[config.mk]
export PLATFORM = sky130hd
export DESIGN_NAME = wdt_countdown
export DESIGN_NICKNAME = d
export VERILOG_FILES = /design/src/rtl/wdt_pkg.sv /design/src/rtl/wdt_prescaler.sv /design/src/rtl/wdt_ctrl.sv /design/src/rtl/wdt_datapath.sv /design/src/rtl/wdt_countdown.sv
export SDC_FILE = /design/constraint.sdc
export NUM_CORES = 1
export LEC_CHECK = 0
export ABC_AREA = 1
export CORE_MARGIN = 4
export CORE_UTILIZATION = 42
export CTS_BUF_LIST = sky130_fd_sc_hd__clkbuf_4
export DETAILED_ROUTE_END_ITERATION = 8
export SETUP_SLACK_MARGIN = 0.5
export SYNTH_ARGS = -nofsm -noshare
export SYNTH_HDL_FRONTEND = slang
export SYNTH_SLANG_ARGS = --single-unit
[constraint.sdc]
create_clock -name clk -period 2.7 [get_ports clk]
set_clock_uncertainty 0.1 [all_clocks]
set_input_delay 0.54 -clock clk [delete_from_list [all_inputs] [get_ports clk]]
set_output_delay 0.54 -clock clk [all_outputs]
set_load 0.005 [all_outputs]
[src/rtl/wdt_pkg.sv]
package wdt_pkg;
  localparam int DATA_W = 16;
  localparam int ADDR_W = 5;
  localparam int IDX_W = ADDR_W - 1;

  // word indices (byte offset / 2)
  localparam logic [IDX_W-1:0] REG_COUNT   = 4'd0;
  localparam logic [IDX_W-1:0] REG_STATUS  = 4'd1;
  localparam logic [IDX_W-1:0] REG_CONTROL = 4'd2;
  localparam logic [IDX_W-1:0] REG_INIT    = 4'd3;

  localparam int HALT_BIT     = 11;
  localparam int NOREBOOT_BIT = 0;
  localparam int MIN_INIT     = 4;
  localparam int RESET_INIT   = 4;

  typedef struct packed {
    logic reload;
    logic clrFirst;
    logic clrSecond;
  } wdt_strobe_t;
endpackage

[src/rtl/wdt_prescaler.sv]
module wdt_prescaler #(
  parameter int TICK_DIV = 4
) (
  input  logic clk,
  input  logic rstN,
  input  logic run,
  input  logic clear,
  output logic tick
);
  localparam int CW = (TICK_DIV > 1) ? $clog2(TICK_DIV) : 1;
  localparam logic [CW-1:0] LAST = CW'(TICK_DIV - 1);

  logic [CW-1:0] divCnt;

  assign tick = run && (divCnt == LAST);

  always_ff @(posedge clk) begin
    if (!rstN) begin
      divCnt <= '0;
    end else if (clear || !run || tick) begin
      divCnt <= '0;
    end else begin
      divCnt <= divCnt + 1'b1;
    end
  end

  AST_PRESCALE_FROZEN: assert property (@(posedge clk) disable iff (!rstN)
    !run |=> divCnt == '0);
endmodule

[src/rtl/wdt_ctrl.sv]
module wdt_ctrl
  import wdt_pkg::*;
#(
  parameter int CNT_W = 10
) (
  input  logic              clk,
  input  logic              rstN,
  input  logic              wrEn,
  input  logic              rdEn,
  input  logic [ADDR_W-1:0] addr,
  input  logic [DATA_W-1:0] wrData,
  input  logic [CNT_W-1:0]  count,
  input  logic              firstTo,
  input  logic              secondTo,
  output wdt_strobe_t       strobe,
  output logic              halt,
  output logic              noReboot,
  output logic [CNT_W-1:0]  initVal,
  output logic [DATA_W-1:0] rdData
);
  localparam int PAD_W = DATA_W - CNT_W;

  logic [IDX_W-1:0]  regIdx;
  logic [DATA_W-1:0] readMux;
  logic              initOk;

  assign regIdx = addr[ADDR_W-1:1];
  assign initOk = wrData[CNT_W-1:0] >= CNT_W'(MIN_INIT);

  always_comb begin
    strobe.reload    = wrEn && (regIdx == REG_COUNT);
    strobe.clrFirst  = wrEn && (regIdx == REG_STATUS) && wrData[0];
    strobe.clrSecond = wrEn && (regIdx == REG_STATUS) && wrData[1];
  end

  always_ff @(posedge clk) begin
    if (!rstN) begin
      halt     <= 1'b1;
      noReboot <= 1'b1;
      initVal  <= CNT_W'(RESET_INIT);
    end else if (wrEn) begin
      case (regIdx)
        REG_CONTROL: begin
          halt     <= wrData[HALT_BIT];
          noReboot <= wrData[NOREBOOT_BIT];
        end
        REG_INIT: if (initOk) initVal <= wrData[CNT_W-1:0];
        default: ;
      endcase
    end
  end

  always_comb begin
    readMux = '0;
    case (regIdx)
      REG_COUNT:   readMux = {{PAD_W{1'b0}}, count};
      REG_STATUS:  readMux = {{(DATA_W-2){1'b0}}, secondTo, firstTo};
      REG_CONTROL: begin
        readMux[HALT_BIT]     = halt;
        readMux[NOREBOOT_BIT] = noReboot;
      end
      REG_INIT:    readMux = {{PAD_W{1'b0}}, initVal};
      default:     readMux = '0;
    endcase
  end

  always_ff @(posedge clk) begin
    if (!rstN) begin
      rdData <= '0;
    end else if (rdEn) begin
      rdData <= readMux;
    end
  end

  AST_INIT_FLOOR: assert property (@(posedge clk) disable iff (!rstN)
    initVal >= CNT_W'(MIN_INIT));
endmodule

[src/rtl/wdt_datapath.sv]
module wdt_datapath
  import wdt_pkg::*;
#(
  parameter int TICK_DIV = 4,
  parameter int CNT_W    = 10
) (
  input  logic             clk,
  input  logic             rstN,
  input  wdt_strobe_t      strobe,
  input  logic             halt,
  input  logic             noReboot,
  input  logic [CNT_W-1:0] initVal,
  output logic [CNT_W-1:0] count,
  output logic             firstTo,
  output logic             secondTo,
  output logic             irq,
  output logic             rstReq
);
  logic tick;
  logic expiry;

  wdt_prescaler #(.TICK_DIV(TICK_DIV)) prescaler (
    .clk  (clk),
    .rstN (rstN),
    .run  (!halt),
    .clear(strobe.reload),
    .tick (tick)
  );

  assign expiry = tick && !strobe.reload && (count == '0);

  always_ff @(posedge clk) begin
    if (!rstN) begin
      count <= CNT_W'(RESET_INIT);
    end else if (strobe.reload || expiry) begin
      count <= initVal;
    end else if (tick) begin
      count <= count - 1'b1;
    end
  end

  always_ff @(posedge clk) begin
    if (!rstN) begin
      firstTo  <= 1'b0;
      secondTo <= 1'b0;
      irq      <= 1'b0;
    end else begin
      irq <= expiry && !firstTo;
      if (expiry && !firstTo)  firstTo <= 1'b1;
      else if (strobe.clrFirst) firstTo <= 1'b0;
      if (expiry && firstTo)    secondTo <= 1'b1;
      else if (strobe.clrSecond) secondTo <= 1'b0;
    end
  end

  assign rstReq = secondTo && !noReboot;

  AST_RELOAD_LOADS: assert property (@(posedge clk) disable iff (!rstN)
    strobe.reload |=> count == $past(initVal));
  AST_HALT_HOLDS: assert property (@(posedge clk) disable iff (!rstN)
    halt && !strobe.reload |=> $stable(count));
  AST_IRQ_SINGLE: assert property (@(posedge clk) disable iff (!rstN)
    irq |=> !irq);
  AST_SECOND_AFTER_FIRST: assert property (@(posedge clk) disable iff (!rstN)
    $rose(secondTo) |-> $past(firstTo));
endmodule

[src/rtl/wdt_countdown.sv]
module wdt_countdown
  import wdt_pkg::*;
#(
  parameter int TICK_DIV = 120000000,
  parameter int CNT_W    = 10
) (
  input  logic              clk,
  input  logic              rstN,
  input  logic              wrEn,
  input  logic              rdEn,
  input  logic [ADDR_W-1:0] addr,
  input  logic [DATA_W-1:0] wrData,
  output logic [DATA_W-1:0] rdData,
  output logic              irq,
  output logic              rstReq
);
  wdt_strobe_t      strobe;
  logic             halt;
  logic             noReboot;
  logic [CNT_W-1:0] initVal;
  logic [CNT_W-1:0] count;
  logic             firstTo;
  logic             secondTo;

  wdt_ctrl #(.CNT_W(CNT_W)) ctrl (
    .clk     (clk),
    .rstN    (rstN),
    .wrEn    (wrEn),
    .rdEn    (rdEn),
    .addr    (addr),
    .wrData  (wrData),
    .count   (count),
    .firstTo (firstTo),
    .secondTo(secondTo),
    .strobe  (strobe),
    .halt    (halt),
    .noReboot(noReboot),
    .initVal (initVal),
    .rdData  (rdData)
  );

  wdt_datapath #(.TICK_DIV(TICK_DIV), .CNT_W(CNT_W)) datapath (
    .clk     (clk),
    .rstN    (rstN),
    .strobe  (strobe),
    .halt    (halt),
    .noReboot(noReboot),
    .initVal (initVal),
    .count   (count),
    .firstTo (firstTo),
    .secondTo(secondTo),
    .irq     (irq),
    .rstReq  (rstReq)
  );
endmodule

# ---- After elaboration in Yosys (flattened, before gate mapping)
# Cells that the tools add are included.
dict set report totals {
  register_bits 64
  in_bits 25
  out_inout_bits 18
  word_cells 51
}
dict set report classes {
  addsub 2
  order_cmp 1
  eq_ne 4
  n_mux 9
  bitwise 1
  reduce_logical 25
}
# op count
set op_table {}
lappend op_table {{adder 27 x 1 -> 27 bit, second input constant} 1}
lappend op_table {{equality test 27 bit, second input constant} 1}
lappend op_table {{case mux 9 bit (3 select lines)} 1}
lappend op_table {{two-way mux 10 bit} 2}
lappend op_table {{greater-or-equal comparator 10 x 3 -> 1 bit, second input constant} 1}
lappend op_table {{logical AND 1 bit} 10}
lappend op_table {{zero test 10 bit} 1}
lappend op_table {{subtractor 10 x 1 -> 10 bit, second input constant} 1}
lappend op_table {{equality test 4 x 2 -> 1 bit, second input constant} 2}
lappend op_table {{nonzero test 2 bit} 3}
lappend op_table {{two-way mux 1 bit} 5}
lappend op_table {{equality test 4 x 1 -> 1 bit, second input constant} 1}
lappend op_table {{zero test 1 bit} 4}
lappend op_table {{zero test 4 bit} 1}
lappend op_table {{case mux 1 bit (4 select lines)} 1}
lappend op_table {{logical OR 1 bit} 3}
lappend op_table {{AND reduction 3 bit} 1}
lappend op_table {{AND reduction 2 bit} 1}
lappend op_table {{OR reduction 2 bit} 1}
lappend op_table {{inverter 1 bit} 1}

# ---- Logic depth before layout (Yosys ltp)
dict set report logic_depth {
  depth_word 7
  mapped_depth 12
  ltp_nobuf 12
}

# ---- Modules after synthesis
# From an unflattened synthesis, not the netlist that was laid out.
dict set report hier_totals {
  hier_cells 534
  area_unflattened_um2 3509.6
}
# module instances cells_per_inst area_each_um2 seq_area_each_um2
set by_module_without_submodules {}
lappend by_module_without_submodules {wdt_prescaler 1 242 1511.4 540.5}
lappend by_module_without_submodules {wdt_ctrl 1 167 1149.9 460.4}
lappend by_module_without_submodules {wdt_datapath 1 125 848.3 260.2}

# ---- Worst setup path before layout
# No wires, ideal clock.
dict set report synth_timing {
  path_type {flip-flop to flip-flop}
  start {reg datapath.prescaler.divCnt[0]}
  end {reg datapath.prescaler.divCnt[22]}
  setup_time_ns 0.114
  arrival_ns 1.511
  required_ns 2.486
  path_slack_ns 0.975
  path_stages_with_launch 12
  n_path_buf 1
  synth_period_minus_slack_ns 1.725
  cell_sequence {dfxtp_1 ha_1 nand3_2 inv_2 nand2_2 nor3_4 nand2_4 nand2_8 nor2_8 nand2_8 buf_6 nor2_1}
}
dict set report synth_via {
  elab_chain_len 4
  elab_cells_between_ends 5
  classes_between {add/sub (1); eq/ne (1); reduce/logical (3)}
}
# item line
set synth_rtl {}
lappend synth_rtl {{start, declared} wdt_prescaler.sv:13} ;# logic [CW-1:0] divCnt;
lappend synth_rtl {{start signal, assigned} wdt_prescaler.sv:23} ;# divCnt <= divCnt + 1'b1;
lappend synth_rtl {{parallel branches: the longest is 4 deep, another holds adder 27 x 1 -> 27 bit} n/a}
# Parallel ways; which one is timed is not known.
# A chain may end at the register's enable or synchronous reset.

# ---- Worst setup path in the final report
dict set report layout_timing {
  start {reg datapath.secondTo}
  end {out rstReq}
}
dict set report layout_via {
  elab_chain_len 1
}
# item line
set layout_rtl {}
lappend layout_rtl {{start, declared} wdt_datapath.sv:15} ;# output logic secondTo,
lappend layout_rtl {{start signal, assigned} wdt_datapath.sv:45} ;# secondTo <= 1'b0;
lappend layout_rtl {{start signal, assigned} wdt_datapath.sv:51} ;# if (expiry && firstTo) secondTo <= 1'b1;
lappend layout_rtl {{start signal, assigned} wdt_datapath.sv:52} ;# else if (strobe.clrSecond) secondTo <= 1'b0;
lappend layout_rtl {{logical AND 1 bit} wdt_datapath.sv:56} ;# assign rstReq = secondTo && !noReboot;
lappend layout_rtl {{end, declared} wdt_countdown.sv:15} ;# output logic rstReq
# Every way passes these cells.

==> impl_metrics.py <==
metrics = {
    "yosys": {
        "synth_top_area_share_pct": 37.0,
        "synthesis.area_um2": 3410,
        "syn_inst": 493,
        "ys_warn_count": 0,
        "yosys-top-cells-area": "dfxtp_1 37%, nand2_1 13%, inv_1 6.9%",
        "synth_ff_type": "dfxtp_1",
        "synth_cell_type_count": 39,
        "synth_commonest_cells": "121 x nand2_1, 63 x dfxtp_1, 63 x inv_1",
        "synth_top_area_cell": "dfxtp_1",
        "synth.avg_cell_area_um2": 6.92,
        "async_flop_share_pct": 0,
        "synth_enable_flop_cells": 0,
        "synth_most_common_cell": "nand2_1",
        "synth_seq_cells": 63,
        "yosysSeqAreaShare_pct": 37.0,
    },
    "floorplan": {
        "rows": 32,
        "die_w_um": 98.2,
        "coreArea_um2": 7810,
        "initial_utilization_pct": 43.7,
        "die_h_um": 98.2,
        "dieArea_um2": 9630,
        "io_pins": 43,
    },
    "timing": {
        "finalHoldViolCount": 0,
        "fin_crit_ns": 2.04,
        "final_max_slew_viol_count": 0,
        "setup_viol": 0,
        "fin_crit_sh_pct": 75.5,
        "rsz0062_at_grt": "no",
        "fmax_mhz": 491,
        "totalNegativeSetupSlack_ns": 0,
    },
    "power_and_ir_drop": {
        "seqPwrFrac_pct": 56.2,
        "p_comb_share_pct": 6.6,
        "p_leak_nw": 1.51,
        "p_int_mw": 1.26,
        "switching_share_pct": 24.4,
        "p_sw_mw": 0.409,
        "peakVddDrop_uv": 262,
        "p_clk_share_pct": 37.2,
        "cellPowerDensity_nw_per_um2": 423,
    },
    "global_route": {
        "grtUsageTotal_pct": 18.1,
        "gr-total-overflow": 0,
        "grt_pass1_vias": 2950,
        "antenna_found_initial": 0,
        "grt_pass1_wl_um": 14100,
        "grt_max_degree": 26,
    },
    "cells_and_area": {
        "antenna_cells": 0,
        "regArea_um2": 1260,
        "area_delta_synth_final_pct": 15.8,
        "drive_gt1_share_pct": 8.44,
        "nets": 557,
        "post-route-util_pct": 50.6,
        "nFillCells": 807,
        "multi_input_area_um2": 1840,
    },
    "critical_path": {
        "cp_top_family": "buffers and inverters",
        "cp_num_buf_inv": 2,
        "max_stage_delay_ns": 0.52,
        "r2r_start": "datapath.prescaler.divCnt[0]",
        "worstPathArrival_ns": 1.40,
        "crit_path_top_delay_cell": "clkdlybuf4s50_1",
        "end_kind": "output pin",
        "worst_setup_path_start_kind": "flop",
        "worstSetupPathType": "reg -> out",
        "crit_required_ns": 2.06,
        "critPathMaxFanout": 3,
        "worstSetupStartpoint": "datapath.secondTo",
        "worstPathCellList": "inv_1 -> nor2_1 -> clkdlybuf4s50_1",
    },
    "cts": {
        "cts_buffer_depth": 2,
        "post_cts_buffers": 0,
        "h-tree-depth": 3,
        "cts_tree": "yes",
        "cts-root-buf": "clkbuf_4",
        "clock_latency_ns": 0.42,
        "numCtsBuffers": 9,
        "clk_pin_slew_ns": 0.09,
        "cts_sinks": 63,
    },
    "place": {
        "place_congestion": 0.869,
        "io_buffers": 31,
        "dp_hpwl_um": 6300,
    },
    "detailed_routing": {
        "final_antenna_net_count": 0,
        "via_count": 3140,
        "via_per_inst": 4.94,
        "post_drt_wl_per_cell_um": 13.1,
        "first_pass_iters": 5,
        "drc": 0,
        "wirelength_um": 8310,
        "drt_iter0_drc": 216,
    },
    "min_path": {
        "worstHoldStart": "ctrl.initVal[2]",
        "hp-class": "reg -> reg",
    },
    "outcome": {
        "outcome": "completed",
    },
    "run": {
        "maxCapViolations": 0,
    },
}
power by group through the flow:
stage               Combinational [mW]  Clock, mW  Sequential (mW)
floorplan                       0.0643          0            0.960
global placement                 0.109          0            0.961
detailed placement               0.109          0            0.961
CTS                              0.110      0.640            0.939
global route                     0.123      0.688            0.941
finish                           0.110      0.622            0.939
final timing paths:
path / end / slack (ns) / cells after the start
hold reg to reg: ctrl.initVal[2] / 0.35 / 2
setup reg to reg: datapath.prescaler.divCnt[26] / 0.72 / 10
setup / recovery: rstReq / 0.66 / 3
hold / removal: ctrl.initVal[2] / 0.35 / 2
final cells by class:
type,count,share of cell area (%)
clock buffers,10,1.90
well taps,102,3.23
inverters,66,6.40
clock inverters,5,1.27
multi-input cells,354,46.7
repair buffers,35,8.61
flip-flops and latches,63,31.9
state kept, by name, indices dropped and copies added, names as in the netlist:
register and count:
datapath.firstTo 1, ctrl.noReboot 1, datapath.count 10, ctrl.halt 1, datapath.prescaler.divCnt 27, ctrl.initVal 10
datapath.secondTo 1, ctrl.rdData 11, datapath.irq 1
repair_timing:
item                       4_1_cts  5_1_grt
hold buffers                     0        0
gates resized for setup          0        5
setup endpoints to repair        0       11
layout by cell type (no fill, tap or decap), drive strengths merged:
cell,instances
a31oi,1
ha,3
inv,64
dfxtp,63
nand2,129
bufinv,1
nor3,7
a21oi,32
o21bai,1
o211ai,1
o32ai,1
nor4,5
clkdlybuf4s50,31
nand3b,1
o22ai,9
buf,4
nor2,60
clkbuf,10
xor2,16
nand4,11
clkinv,5
or2,4
nand3,49
conb,5
clkinvlp,1
o21ai,11
xnor2,5
nor3b,3
per-stage QoR:
stage / setup slack [ns] / instance area, um^2 / hold slack (ns) / instances / power (mW)
floorplan: 0.975 / 3430 / 0.319 / 497 / 1.02
CTS: 0.585 / 3930 / 0.357 / 635 / 1.69
global route: 0.526 / 3950 / 0.383 / 635 / 1.75
finish: 0.662 / 3950 / 0.355 / 635 / 1.67
global placement: 0.278 / 3800 / 0.338 / 620 / 1.07
detailed placement: 0.241 / 3800 / 0.334 / 620 / 1.07
kinds of logic (layout without fill, tap and decap cells):
logic type               count (synthesis)  after routing  share of synthesized area [%]
XOR/XNOR                                21             21                           5.39
buffers and inverters                   80            116                           10.1
AND/OR/NAND/NOR                        269            269                           37.3
AO/OA/AOI/OAI                           56             56                           9.05
flip-flops                              63             63                           37.0
adder cells (fa/ha/maj)                  3              3                           1.10
other                                    1              5                          0.110
worst reg2reg max path: stages, from the launching register on:
cell,delay [ns]
dfxtp_1,0.39
ha_1,0.28
nand3_4,0.15
inv_2,0.12
nand2_2,0.11
nor3_4,0.17
nand2_4,0.12
nand2_8,0.11
nor2_8,0.07
nand2_8,0.17
a21oi_1,0.07
metal layers:
layer  track usage (%)  up-vias  wire [um]
met5                 0        -          0
met2              24.8       91       3340
li1                  -     1651          -
met1              27.8     1388       4360
met3              4.14       10        498
met4              5.88        0        119
Power figures use the tool's default switching activity.
